==> config.mk <==
export PLATFORM = sky130hd
export DESIGN_NAME = bus_idle_inserter
export DESIGN_NICKNAME = d
export VERILOG_FILES = /design/src/rtl/bic_pkg.sv /design/src/rtl/idle_code_dec.sv /design/src/rtl/idle_cond_sel.sv /design/src/rtl/idle_max.sv /design/src/rtl/idle_counter.sv /design/src/rtl/bus_idle_inserter.sv
export SDC_FILE = /design/constraint.sdc
export NUM_CORES = 1
export LEC_CHECK = 0
export BUFFER_PORTS_ARGS = -buffer_cell sky130_fd_sc_hd__buf_2
export CORE_UTILIZATION = 50
export DETAILED_ROUTE_END_ITERATION = 10
export PLACE_DENSITY = 0.91
export SLEW_MARGIN = 25
export SYNTH_ARGS = -nofsm -noshare
export SYNTH_HDL_FRONTEND = slang
export SYNTH_HIERARCHICAL = 1
export SYNTH_SLANG_ARGS = --single-unit
==> constraint.sdc <==
create_clock -name clk -period 15.08 [get_ports clk]
set_clock_uncertainty 0.2 [all_clocks]
set_input_delay 0.754 -clock clk [delete_from_list [all_inputs] [get_ports clk]]
set_output_delay 0.754 -clock clk [all_outputs]
set_load 0.005 [all_outputs]
==> src/rtl/bic_pkg.sv <==
package bic_pkg;
   localparam int CODE_W = 3;
   localparam int CNT_W  = 4;
   localparam int NPAIR  = 4;
   localparam int SDR_W  = 2;

   typedef enum logic [1:0] {
      PAIR_RR = 2'd0,
      PAIR_RW = 2'd1,
      PAIR_WR = 2'd2,
      PAIR_WW = 2'd3
   } pair_e;

   // Codes 0..2 map straight through; higher codes step by two from 4.
   function automatic logic [CNT_W-1:0] code_to_cycles(input logic [CODE_W-1:0] code);
      logic [CNT_W-1:0] wide;
      wide = CNT_W'(code);
      if (code <= 3'd2) return wide;
      return CNT_W'((wide - 1'b1) << 1);
   endfunction

   function automatic pair_e pair_of(input logic prev_wr, input logic next_wr);
      return pair_e'({prev_wr, next_wr});
   endfunction
endpackage

==> src/rtl/idle_code_dec.sv <==
module idle_code_dec
   import bic_pkg::*;
#(
   parameter int CW = CODE_W,
   parameter int OW = CNT_W
) (
   input  logic [CW-1:0] code,
   output logic [OW-1:0] cycles
);
   generate
      if (CW != CODE_W) begin : g_bad_cw
         $error("idle_code_dec: code width must match package");
      end
      if (OW < 4) begin : g_bad_ow
         $error("idle_code_dec: output must hold 12");
      end
   endgenerate

   logic [CNT_W-1:0] raw;
   always_comb raw = code_to_cycles(code);
   assign cycles = OW'(raw);

   // decoded value never leaves 0..12 and small codes are literal
   always_comb begin
      a_r2_code_range: assert (raw <= CNT_W'(12));
      a_r2_low_literal: assert (code > 3'd2 || raw == CNT_W'(code));
   end
endmodule

==> src/rtl/idle_cond_sel.sv <==
module idle_cond_sel
   import bic_pkg::*;
#(
   parameter int NCS   = 4,
   parameter int CSW   = (NCS > 1) ? $clog2(NCS) : 1,
   parameter int W     = CNT_W,
   parameter int NCOND = 4
) (
   input  logic [CSW-1:0]          done_cs,
   input  logic                    done_wr,
   input  logic                    done_sdram,
   input  logic                    done_dma_sa,
   input  logic                    nxt_valid,
   input  logic [CSW-1:0]          nxt_cs,
   input  logic                    nxt_wr,
   input  logic [CODE_W-1:0]       cfg_dma_idle,
   input  logic [NCS*NPAIR*CODE_W-1:0] cfg_pair_idle,
   input  logic [NCS*SDR_W-1:0]    cfg_sdram_idle,
   input  logic [NCS-1:0]          cfg_wait_off,
   output logic [NCOND*W-1:0]      cond_val,
   output logic [NCOND-1:0]        cond_en
);
   localparam int FLD_PER_CS = NPAIR * CODE_W;
   localparam int IDX_DMA  = 0;
   localparam int IDX_PAIR = 1;
   localparam int IDX_SDR  = 2;
   localparam int IDX_WAIT = 3;

   generate
      if (NCOND != 4) begin : g_bad_ncond
         $error("idle_cond_sel: exactly four conditions are produced");
      end
      if (W < 4) begin : g_bad_w
         $error("idle_cond_sel: count width too small");
      end
   endgenerate

   // Effective next access: missing next behaves as read to another space.
   logic  eff_nwr;
   logic  same_rr;
   pair_e pair;
   always_comb begin
      eff_nwr = nxt_valid ? nxt_wr : 1'b0;
      same_rr = nxt_valid && (nxt_cs == done_cs) && !done_wr && !nxt_wr;
      pair    = pair_of(done_wr, eff_nwr);
   end

   // Per-space field selection.
   logic [FLD_PER_CS-1:0] cs_fields;
   logic [CODE_W-1:0]     pair_code;
   logic [SDR_W-1:0]      sdr_code;
   logic                  wait_off;
   always_comb begin
      cs_fields = cfg_pair_idle[done_cs*FLD_PER_CS +: FLD_PER_CS];
      pair_code = cs_fields[pair*CODE_W +: CODE_W];
      sdr_code  = cfg_sdram_idle[done_cs*SDR_W +: SDR_W];
      wait_off  = cfg_wait_off[done_cs];
   end

   logic [W-1:0] dma_cyc;
   logic [W-1:0] pair_cyc;

   idle_code_dec #(.CW(CODE_W), .OW(W)) u_dma_dec (
      .code   (cfg_dma_idle),
      .cycles (dma_cyc)
   );

   idle_code_dec #(.CW(CODE_W), .OW(W)) u_pair_dec (
      .code   (pair_code),
      .cycles (pair_cyc)
   );

   always_comb begin
      cond_val = '0;
      cond_en  = '0;
      cond_val[IDX_DMA*W  +: W] = dma_cyc;
      cond_en[IDX_DMA]          = done_dma_sa;
      cond_val[IDX_PAIR*W +: W] = same_rr ? '0 : pair_cyc;
      cond_en[IDX_PAIR]         = !done_dma_sa;
      cond_val[IDX_SDR*W  +: W] = W'(sdr_code);
      cond_en[IDX_SDR]          = done_sdram;
      cond_val[IDX_WAIT*W +: W] = W'(1);
      cond_en[IDX_WAIT]         = !done_sdram && !wait_off;
   end

   // DMA and pair rules are never both active
   always_comb begin
      a_r3_dma_excl: assert (!(cond_en[IDX_DMA] && cond_en[IDX_PAIR]));
      a_r8_wait_sdram_excl: assert (!(cond_en[IDX_SDR] && cond_en[IDX_WAIT]));
   end
endmodule

==> src/rtl/idle_max.sv <==
module idle_max #(
   parameter int NIN = 4,
   parameter int W   = 4
) (
   input  logic [NIN*W-1:0] vals,
   input  logic [NIN-1:0]   en,
   output logic [W-1:0]     max_o
);
   generate
      if (NIN < 1) begin : g_bad_nin
         $error("idle_max: needs at least one input");
      end
   endgenerate

   logic [W-1:0] stage [NIN+1];
   assign stage[0] = '0;

   generate
      for (genvar g = 0; g < NIN; g++) begin : g_chain
         logic [W-1:0] v;
         assign v = vals[g*W +: W];
         assign stage[g+1] = (en[g] && (v > stage[g])) ? v : stage[g];
      end
   endgenerate

   assign max_o = stage[NIN];

   // result dominates every enabled input
   always_comb begin
      for (int i = 0; i < NIN; i++) begin
         if (en[i]) a_r9_dominates: assert (max_o >= vals[i*W +: W]);
      end
   end
endmodule

==> src/rtl/idle_counter.sv <==
module idle_counter #(
   parameter int W = 4
) (
   input  logic         clk,
   input  logic         rst,
   input  logic         load,
   input  logic [W-1:0] load_val,
   output logic [W-1:0] cnt,
   output logic         idle
);
   generate
      if (W < 1) begin : g_bad_w
         $error("idle_counter: width must be positive");
      end
   endgenerate

   always_ff @(posedge clk) begin
      if (rst)                 cnt <= '0;
      else if (load)           cnt <= load_val;
      else if (cnt != '0)      cnt <= cnt - 1'b1;
   end

   assign idle = (cnt != '0);

   // counter steps down by one each cycle when not reloaded
   a_r10_count_down: assert property (@(posedge clk) disable iff (rst)
      (!load && cnt != '0) |=> (cnt == $past(cnt) - 1'b1));
   // a completed access loads the requested count
   a_r10_load: assert property (@(posedge clk) disable iff (rst)
      load |=> (cnt == $past(load_val)));
   // reset empties the counter
   a_r1_reset_clear: assert property (@(posedge clk)
      rst |=> (cnt == '0));
endmodule

==> src/rtl/bus_idle_inserter.sv <==
module bus_idle_inserter
   import bic_pkg::*;
#(
   parameter int NCS = 4,
   parameter int CSW = (NCS > 1) ? $clog2(NCS) : 1
) (
   input  logic                        clk,
   input  logic                        rst,
   input  logic                        acc_done,
   input  logic [CSW-1:0]              done_cs,
   input  logic                        done_wr,
   input  logic                        done_sdram,
   input  logic                        done_dma_sa,
   input  logic                        nxt_valid,
   input  logic [CSW-1:0]              nxt_cs,
   input  logic                        nxt_wr,
   input  logic [CODE_W-1:0]           cfg_dma_idle,
   input  logic [NCS*NPAIR*CODE_W-1:0] cfg_pair_idle,
   input  logic [NCS*SDR_W-1:0]        cfg_sdram_idle,
   input  logic [NCS-1:0]              cfg_wait_off,
   input  logic [NCS-1:0]              cs_req,
   input  logic                        rd_req,
   input  logic                        wr_req,
   input  logic                        dack_req,
   output logic                        seq_ready,
   output logic [NCS-1:0]              bus_cs,
   output logic                        bus_rd,
   output logic                        bus_wr,
   output logic                        bus_dack
);
   localparam int NCOND = 4;
   localparam int W     = CNT_W;

   generate
      if (NCS < 2) begin : g_bad_ncs
         $error("bus_idle_inserter: at least two spaces required");
      end
      if ((1 << CSW) < NCS) begin : g_bad_csw
         $error("bus_idle_inserter: space index too narrow");
      end
   endgenerate

   logic [NCOND*W-1:0] cond_val;
   logic [NCOND-1:0]   cond_en;
   logic [W-1:0]       need;
   logic [W-1:0]       cnt;
   logic               idle;

   idle_cond_sel #(.NCS(NCS), .CSW(CSW), .W(W), .NCOND(NCOND)) u_sel (
      .done_cs        (done_cs),
      .done_wr        (done_wr),
      .done_sdram     (done_sdram),
      .done_dma_sa    (done_dma_sa),
      .nxt_valid      (nxt_valid),
      .nxt_cs         (nxt_cs),
      .nxt_wr         (nxt_wr),
      .cfg_dma_idle   (cfg_dma_idle),
      .cfg_pair_idle  (cfg_pair_idle),
      .cfg_sdram_idle (cfg_sdram_idle),
      .cfg_wait_off   (cfg_wait_off),
      .cond_val       (cond_val),
      .cond_en        (cond_en)
   );

   idle_max #(.NIN(NCOND), .W(W)) u_max (
      .vals  (cond_val),
      .en    (cond_en),
      .max_o (need)
   );

   idle_counter #(.W(W)) u_cnt (
      .clk      (clk),
      .rst      (rst),
      .load     (acc_done),
      .load_val (need),
      .cnt      (cnt),
      .idle     (idle)
   );

   assign seq_ready = !idle;
   assign bus_cs    = cs_req & {NCS{seq_ready}};
   assign bus_rd    = rd_req & seq_ready;
   assign bus_wr    = wr_req & seq_ready;
   assign bus_dack  = dack_req & seq_ready;

   // nothing reaches the pins while the idle count runs
   a_r11_quiet: assert property (@(posedge clk) disable iff (rst)
      !seq_ready |-> (bus_cs == '0 && !bus_rd && !bus_wr && !bus_dack));
   // ready returns right after reset
   a_r1_ready_after_reset: assert property (@(posedge clk)
      rst |=> seq_ready);
   // a zero-count completion keeps ready high
   a_r10_zero_no_gap: assert property (@(posedge clk) disable iff (rst)
      (acc_done && need == '0) |=> seq_ready);
endmodule

==> results of run 1 <==
==> synth_stat cells (5+ instances only) <==
cell | n | area, µm²
a21oi_1 | 11 | 55.1
and2_1 | 6 | 37.5
buf_4 | 8 | 60.1
ha_1 | 17 | 213
inv_1 | 21 | 78.8
mux4_1 | 15 | 394
nand2_1 | 12 | 45.0
nand2b_1 | 5 | 31.3
nand3_1 | 7 | 35.0
nand4_1 | 6 | 37.5
nor2_1 | 6 | 22.5
nor2b_1 | 8 | 50.1
==> critical path: cells and delay by family <==
family	cells	cell delay [ns]
simple gates	10	1.38
fa+ha+maj	4	1.18
buf+inv	3	0.52
compound gates	10	1.93
mux	3	1.07
==> routing by layer <==
layer,vias to the layer above,GRT usage (%)
met5,-,0
met1,776,21.7
met3,0,3.20
met4,0,3.25
met2,71,47.3
li1,874,-
==> layout make-up <==
class                      count  area, µm²
clock buffer                   3       22.5
fill                         270       1010
inverter                      21       78.8
multi-input combinational    155       1460
sequential                     4       80.1
tap                           44       55.1
timing repair buffer          89        445
==> layout by cell type (no fill, tap or decap), drive strengths merged, types with 3 or more instances in the layout <==
| cell | netlist | routed |
|---|---|---|
| mux4 | 15 | 15 |
| dfxtp | 4 | 4 |
| buf | 13 | 89 |
| mux2i | 4 | 4 |
| a21oi | 13 | 13 |
| conb | 2 | 6 |
| nand3 | 7 | 7 |
| nand2b | 5 | 5 |
| and2 | 8 | 8 |
| inv | 21 | 21 |
| nor2b | 11 | 11 |
| nand4 | 6 | 6 |
| nor2 | 6 | 6 |
| ha | 17 | 17 |
| a311oi | 3 | 3 |
| o21ai | 4 | 4 |
| clkbuf | 2 | 3 |
| a22oi | 5 | 5 |
| nand2 | 12 | 12 |
| xnor2 | 4 | 4 |
==> worst max path at each step <==
stage               start                   endpoint  depth (start not counted)
2_1_floorplan  done_cs[0]  u_cnt/cnt[0]$_SDFFE_PP0P_                         32
3_3_place_gp   done_cs[0]  u_cnt/cnt[0]$_SDFFE_PP0P_                         30
3_5_place_dp   done_cs[0]  u_cnt/cnt[0]$_SDFFE_PP0P_                         30
4_1_cts        done_cs[0]  u_cnt/cnt[0]$_SDFFE_PP0P_                         30
5_1_grt        done_cs[0]  u_cnt/cnt[0]$_SDFFE_PP0P_                         30
6_report       done_cs[0]  u_cnt/cnt[0]$_SDFFE_PP0P_                         30
==> power groups by stage <==
stage | Clock [mW] | Sequential, mW | Combinational [mW]
floorplan | 0 | 0.0163 | 0.0966
global placement | 0 | 0.0168 | 0.121
detailed placement | 0 | 0.0173 | 0.125
CTS | 0.0134 | 0.0171 | 0.126
global route | 0.0143 | 0.0179 | 0.143
finish | 0.0132 | 0.0170 | 0.126
==> cell families (layout without fill, tap and decap cells) <==
group | Yosys count | in the layout | share of synthesized area, %
simple gates | 66 | 66 | 23.3
mux | 21 | 21 | 26.4
fa+ha+maj | 17 | 17 | 12.3
buf+inv | 36 | 113 | 11.5
flops | 4 | 4 | 4.64
xor+xnor | 4 | 4 | 2.03
other cells | 2 | 6 | 0.435
compound gates | 41 | 41 | 19.3
==> results.yml, run 1 <==
outcome:
  status: "finished clean"
worst_setup_path:
  reg2reg_setup_slack_ns: 13.21
  r2r_end: "u_cnt/cnt[1]$_SDFFE_PP0P_"
  cp_common_cell: "ha_1"
  arrival_ns: 6.86
  reg2reg_depth: 5
  crit_slowest_cell: "o211ai_1"
  crit_fanout: 16
  r2r_start: "u_cnt/cnt[0]$_SDFFE_PP0P_"
  endpoint_kind: "register"
  required_ns: 14.99
  cp-start-kind: "primary input"
  critical_path_class: "in2reg"
  critical-path-max-stage-delay_ns: 0.66
layout:
  finalNetCount: 373
  largest-register: "u_cnt/cnt"
  fin_area_um2: 2140
  finish.utilization_pct: 68.0
  fin_cells: 316
  areaGrowthSynthToFinish_pct: 24.2
  largest_register_ffs: 4
  drive_gt1_share_pct: 41.5
  top_regs: "u_cnt/cnt x4"
  antenna_cells_inserted: 0
synth:
  syn_area_per_cell_um2: 9.04
  netlist_area_um2: 1730
  yosysSeqAreaShare_pct: 4.64
  async_reset_ff_share_pct: 0
  ys.flop_type: "dfxtp_1"
  synth_edf_count: 0
  ys_warn_count: 6
  syn_inst: 191
  ys_seq_elements: 4
  synthDistinctLibCells: 51
floorplanning:
  fp-row-count: 20
  pin_count: 90
  die_w_um: 60.8
  die-area_um2: 3690
  die_y_um: 60.8
  start_util_pct: 54.8
  core_um2: 3150
power:
  sequentialPowerShare_pct: 10.9
  pwr-share-clk_pct: 8.5
  peakVddDrop_mv: 0.0325
  p_comb_share_pct: 80.6
  leakagePower_nw: 1.08
  power.switching_uw: 68.6
  total_power_uw: 156
  netSwitchingFraction_pct: 43.9
  p_per_area_nw_per_um2: 72.8
  p_int_uw: 87.5
clock_network:
  cts_made_buffers: 3
  cts_tree: "done"
  cts_num_sinks: 4
  postCtsSetupRepairBufs: 0
  clk_pin_slew_ns: 0.04
  clockBufferDepth: 2
  ctsHtreeMaxLevel: 1
  post_cts_resized: 0
  cts_hold_buf: 0
  clkLatencyLatePin_ns: 0.23
  clockRootBuffer: "clkbuf_4"
timing:
  rsz0062_at_grt: "false"
  slew-limit-headroom_pct: 44.6
  fin_ws_ns: 8.13
  hold_ws_ns: 0.418
  finalCriticalPeriod_ns: 6.95
  finalSetupViolCount: 0
  fin_tns_setup_ns: 0
  fmax_mhz: 144
  slew_violations: 0
  final_hold_viol_count: 0
  tightest_slew_ns: 0.828
  finalCritPeriodShare_pct: 46.1
job:
  drv_cap: 0
placed_design:
  hpwl_um: 3410
  place.port_buffers: 89
  dp.cells: 313
  dp_slack_ns: 7.91
  placement.cell_area_um2: 2120
  gp_congestion: 0.910
route:
  vias_per_cell: 5.45
  dr_wl_met2_um: 2120
  wire_per_inst_um: 12.2
  wl_met3_um: 193
  drtIter0Drc: 40
  wl_um: 3840
  drcViolationCount: 0
  drtAntennaViolNets: 0
  routed.top_layer: "met3"
  m1WireLength_um: 1530
  dr_total_vias: 1721
  drt-pass1-iter-count: 4
hold_path:
  hold-path-cell-count: 3
  hold_path_class: "reg2reg"
  min-delay-start: "u_cnt/cnt[3]$_SDFFE_PP0P_"
  holdPathEnd: "u_cnt/cnt[3]$_SDFFE_PP0P_"
grt:
  antenna_found_initial: 0
  grt_pass1_vias: 1645
  groute.usage.overall_pct: 21.9
  gr-total-overflow: 0
  grt_max_degree: 17
  grt_pass1_wl_um: 6180
No activity file was read; power rests on OpenSTA's default activity.
==> run 2: changes to the inputs <==
--- a/config.mk
+++ b/config.mk
@@ -6,9 +6,9 @@
 export NUM_CORES = 1
 export LEC_CHECK = 0
 export BUFFER_PORTS_ARGS = -buffer_cell sky130_fd_sc_hd__buf_2
-export CORE_UTILIZATION = 50
+export CORE_UTILIZATION = 47
 export DETAILED_ROUTE_END_ITERATION = 10
-export PLACE_DENSITY = 0.91
+export PLACE_DENSITY = 0.87
 export SLEW_MARGIN = 25
 export SYNTH_ARGS = -nofsm -noshare
 export SYNTH_HDL_FRONTEND = slang
==> constraint.sdc (replaced) <==
create_clock -name clk -period 7.15 [get_ports clk]
set_clock_uncertainty 0.2 [all_clocks]
set_input_delay 0.3575 -clock clk [delete_from_list [all_inputs] [get_ports clk]]
set_output_delay 0.3575 -clock clk [all_outputs]
set_load 0.005 [all_outputs]
==> run 2 against run 1 <==
Clock power is 100% higher. Core utilization is 4.9 points lower. Clock-buffer cell count stayed put. Non-clock buffer count is 1 higher. Die area is 6.2% higher. Hold slack worse by 0.28 ns.
==> results.yml, run 2 (synthesized netlist as in run 1, its figures left out) <==
outcome:
  status: "finished clean"
route:
  drtAntennaViolNets: 0
  wl_um: 3920
  wire_per_inst_um: 12.3
  dr_total_vias: 1737
  drcViolationCount: 0
  drtIter0Drc: 38
  vias_per_cell: 5.45
  drt-pass1-iter-count: 4
placed_design:
  gp_congestion: 0.812
  place.port_buffers: 89
  hpwl_um: 3480
  placement.cell_area_um2: 2130
clock_network:
  post_cts_resized: 0
  cts_num_sinks: 4
  clk_pin_slew_ns: 0.04
  clkLatencyLatePin_ns: 0.23
  ctsHtreeMaxLevel: 1
  clockBufferDepth: 2
  cts_made_buffers: 3
  clockRootBuffer: "clkbuf_4"
  cts_hold_buf: 0
  postCtsSetupRepairBufs: 0
  cts_tree: "done"
timing:
  fin_tns_setup_ns: 0
  slew_violations: 0
  finalCriticalPeriod_ns: 6.28
  final_hold_viol_count: 0
  finalCritPeriodShare_pct: 87.8
  slew-limit-headroom_pct: 60.7
  tightest_slew_ns: 0.588
  fmax_mhz: 159
  finalSetupViolCount: 0
  rsz0062_at_grt: "false"
grt:
  groute.usage.overall_pct: 18.8
  gr-total-overflow: 0
  grt_pass1_wl_um: 6240
  grt_pass1_vias: 1613
  grt_max_degree: 17
  antenna_found_initial: 0
layout:
  final_common_cell: "buf_2"
  final_cell_mix: "buf_2, inv_1, ha_1, mux4_1, nand2_1"
  antenna_cells_inserted: 0
  largest-register: "u_cnt/cnt"
  drive_gt1_share_pct: 41.8
  areaGrowthSynthToFinish_pct: 24.8
  fin_area_um2: 2150
  finalNetCount: 374
  top_regs: "u_cnt/cnt x4"
  fillers: 308
  largest_register_ffs: 4
worst_setup_path:
  required_ns: 7.06
  cp-start-kind: "primary input"
  arrival_ns: 6.19
  endpoint_kind: "register"
  crit_fanout: 16
  critical-path-max-stage-delay_ns: 0.61
  critical_path_class: "in2reg"
  cp_common_cell: "ha_1"
  crit_slowest_cell: "mux4_1"
floorplanning:
  die_y_um: 62.6
  core_um2: 3420
  fp-row-count: 21
  die_w_um: 62.6
  die-area_um2: 3920
  pin_count: 90
  start_util_pct: 50.5
hold_path:
  hold_path_class: "in2reg"
job:
  drv_cap: 0
power:
  p_per_area_nw_per_um2: 154
  peakVddDrop_mv: 0.0568
  leakagePower_nw: 1.08
==> run 2: worst paths after layout <==
check,slack [ns],from,to,cells past startpoint
worst min register to register,0.42,u_cnt/cnt[3]$_SDFFE_PP0P_,u_cnt/cnt[3]$_SDFFE_PP0P_,3
worst max register to register,5.27,u_cnt/cnt[0]$_SDFFE_PP0P_,u_cnt/cnt[1]$_SDFFE_PP0P_,5
worst min-delay path,0.14,rst,u_cnt/cnt[3]$_SDFFE_PP0P_,2
worst max-delay path,0.87,done_cs[0],u_cnt/cnt[0]$_SDFFE_PP0P_,31
==> run 2: final cells by class <==
class | instances | area [µm²] | area share [%]
Multi-Input combinational cell | 155 | 1460 | 67.9
Timing Repair Buffer | 90 | 453 | 21.0
Sequential cell | 4 | 80.1 | 3.72
Inverter | 21 | 78.8 | 3.66
Tap cell | 46 | 57.6 | 2.67
Clock buffer | 3 | 22.5 | 1.05
==> run 2: worst max-delay path, delay by kind of cell <==
kind                     cells  cell delay [ns]
buffers and inverters        4             0.75
multiplexers                 3             1.13
AO/OA/AOI/OAI               10             1.45
AND/OR/NAND/NOR             10             1.31
adder cells (fa/ha/maj)      4             1.17
==> run 2: where the power goes <==
part	internal [mW]	leakage (nW)	switching, mW
Combinational	0.137	1.04	0.132
Clock	0.0187	0.0138	0.00819
Sequential	0.0299	0.0331	0.00573
==> run 2: metal layers <==
| layer | up-vias | track usage (%) | share of wire (%) |
|---|---|---|---|
| met2 | 81 | 40.1 | 54 |
| met5 | - | 0 | 0 |
| met1 | 780 | 20.5 | 40 |
| met3 | 0 | 1.28 | 5.7 |
| met4 | 0 | 0.872 | 0 |
| li1 | 876 | - | - |
==> run 2: stage by stage <==
stage	hold WS, ns	std cells	worst slack (ns)	utilization [%]	total power, mW
6_report	0.143	319	0.872	63.1	0.331
5_1_grt	0.155	319	0.492	63.1	0.364
4_1_cts	0.142	319	0.868	63.1	0.329
2_1_floorplan	0.220	195	1.11	-	0.238
3_3_place_gp	0.373	316	0.910	62.4	0.292
3_5_place_dp	0.378	316	0.624	62.4	0.301
==> run 3: changes to the inputs <==
--- a/config.mk
+++ b/config.mk
@@ -6,9 +6,11 @@
 export NUM_CORES = 1
 export LEC_CHECK = 0
 export BUFFER_PORTS_ARGS = -buffer_cell sky130_fd_sc_hd__buf_2
-export CORE_UTILIZATION = 47
+export CELL_PAD_IN_SITES_DETAIL_PLACEMENT = 0
+export CELL_PAD_IN_SITES_GLOBAL_PLACEMENT = 1
+export CORE_UTILIZATION = 33
 export DETAILED_ROUTE_END_ITERATION = 10
-export PLACE_DENSITY = 0.87
+export PLACE_DENSITY = 0.86
 export SLEW_MARGIN = 25
 export SYNTH_ARGS = -nofsm -noshare
 export SYNTH_HDL_FRONTEND = slang
==> run 3 against run 2 <==
Power rose by 5.6%. Flip-flop and latch count did not move. Non-clock buffer count did not move.
==> results.yml, run 3 (synthesized netlist as in run 1, its figures left out) <==
clock_network:
  cts_tree: "done"
  cts_num_sinks: 4
  post_cts_resized: 0
  clockBufferDepth: 2
  clkLatencyLatePin_ns: 0.21
  clk_pin_slew_ns: 0.03
  cts_made_buffers: 3
  postCtsSetupRepairBufs: 0
  clockRootBuffer: "clkbuf_8"
  cts_hold_buf: 0
  ctsHtreeMaxLevel: 1
placed_design:
  hpwl_um: 3510
  placement.cell_area_um2: 2160
  place.port_buffers: 89
  gp_congestion: 0.822
  dp.cells: 337
  dp_slack_ns: 0.704
layout:
  fin_cells: 340
  finish.utilization_pct: 45.1
  drive_gt1_share_pct: 41.8
  register_area_um2: 80.1
  final_common_cell: "buf_2"
  fin_area_um2: 2200
  antenna_cells_inserted: 0
  areaGrowthSynthToFinish_pct: 27.4
  largest_register_ffs: 4
  largest-register: "u_cnt/cnt"
  finalNetCount: 374
  multiInputGateArea_um2: 1460
  final_cell_mix: "buf_2, inv_1, ha_1, mux4_1, nand2_1"
  fillers: 486
  top_regs: "u_cnt/cnt x4"
worst_setup_path:
  cp-startpoint: "done_cs[0]"
  r2r_start: "u_cnt/cnt[0]$_SDFFE_PP0P_"
  arrival_ns: 6.13
  cp.depth: 31
  reg2reg_setup_slack_ns: 5.30
  crit_fanout: 16
  path_delay_family: "compound AO/OA/AOI/OAI gates"
  required_ns: 7.04
  cp-start-kind: "primary input"
  critPathCapture: "u_cnt/cnt[0]$_SDFFE_PP0P_"
  path_buf_inv: 4
  reg2reg_depth: 5
  r2r_end: "u_cnt/cnt[1]$_SDFFE_PP0P_"
  crit_slowest_cell: "mux4_1"
  cp_common_cell: "ha_1"
  critical-path-max-stage-delay_ns: 0.62
  endpoint_kind: "register"
  critical_path_class: "in2reg"
outcome:
  status: "finished clean"
power:
  pwr-share-clk_pct: 13.2
  sequentialPowerShare_pct: 10.2
  total_power_uw: 350
  p_per_area_nw_per_um2: 159
  leakagePower_nw: 1.09
  netSwitchingFraction_pct: 42.0
  p_int_uw: 203
  p_comb_share_pct: 76.6
  power.switching_uw: 147
  peakVddDrop_mv: 0.0648
grt:
  grt_max_degree: 17
  antenna_found_initial: 0
  grt_pass1_wl_um: 6380
  grt_pass1_vias: 1570
  groute.usage.overall_pct: 14.5
  gr-total-overflow: 0
route:
  dr_total_vias: 1682
  drcViolationCount: 0
  drt-pass1-iter-count: 4
  wl_um: 3970
  drtAntennaViolNets: 0
  drtIter0Drc: 84
  wire_per_inst_um: 11.7
  vias_per_cell: 4.95
job:
  drv_cap: 0
floorplanning:
  core_um2: 4880
  die_y_um: 74.3
  die_w_um: 74.3
  pin_count: 90
  start_util_pct: 35.4
  die-area_um2: 5530
  fp-row-count: 25
timing:
  fmax_mhz: 160
  finalSetupViolCount: 0
  fin_ws_ns: 0.910
  slew_violations: 0
  final_hold_viol_count: 0
  fin_tns_setup_ns: 0
  rsz0062_at_grt: "false"
  finalCriticalPeriod_ns: 6.24
  slew-limit-headroom_pct: 61.4
  hold_ws_ns: 0.164
  tightest_slew_ns: 0.578
  finalCritPeriodShare_pct: 87.3
hold_path:
  hold_path_class: "in2reg"
==> run 3: how the worst min path moves through the flow <==
| stage | start | cells past startpoint | endpoint | slack [ns] |
|---|---|---|---|---|
| 3_5_place_dp | rst | 2 | u_cnt/cnt[3]$_SDFFE_PP0P_ | 0.38 |
| 6_report | rst | 2 | u_cnt/cnt[3]$_SDFFE_PP0P_ | 0.16 |
| 2_1_floorplan | rst | 1 | u_cnt/cnt[3]$_SDFFE_PP0P_ | 0.22 |
| 4_1_cts | rst | 2 | u_cnt/cnt[3]$_SDFFE_PP0P_ | 0.16 |
| 3_3_place_gp | rst | 2 | u_cnt/cnt[3]$_SDFFE_PP0P_ | 0.37 |
| 5_1_grt | rst | 2 | u_cnt/cnt[3]$_SDFFE_PP0P_ | 0.17 |
==> run 3: power groups by stage <==
stage	Combinational [mW]	Clock (mW)	Sequential, mW
6_report	0.268	0.0463	0.0356
5_1_grt	0.306	0.0480	0.0361
4_1_cts	0.268	0.0474	0.0357
3_5_place_dp	0.266	0	0.0360
3_3_place_gp	0.262	0	0.0356
2_1_floorplan	0.204	0	0.0344
==> run 3: worst reg2reg max path: stages, from the launching register on <==
cell and delay [ns]:
dfxtp_1 0.31, inv_1 0.11, ha_1 0.15, nor3b_1 0.49
mux2_2 0.40, o22ai_1 0.11
==> run 3: area by class of cell <==
cell class                 instances  area share, %
clock buffer                       3           1.88
inverter                          21           3.58
multi-input combinational        155           66.5
sequential                         4           3.64
tap                               67           3.81
timing repair buffer              90           20.6
==> run 3: routing by layer <==
metal  vias to the layer above  wire length (µm)  track usage (%)
met5                         -                 0                0
met2                        68              1940             27.9
li1                        876                 -                -
met3                         4               225            0.949
met4                         0                31             3.14
met1                       734              1770             17.5
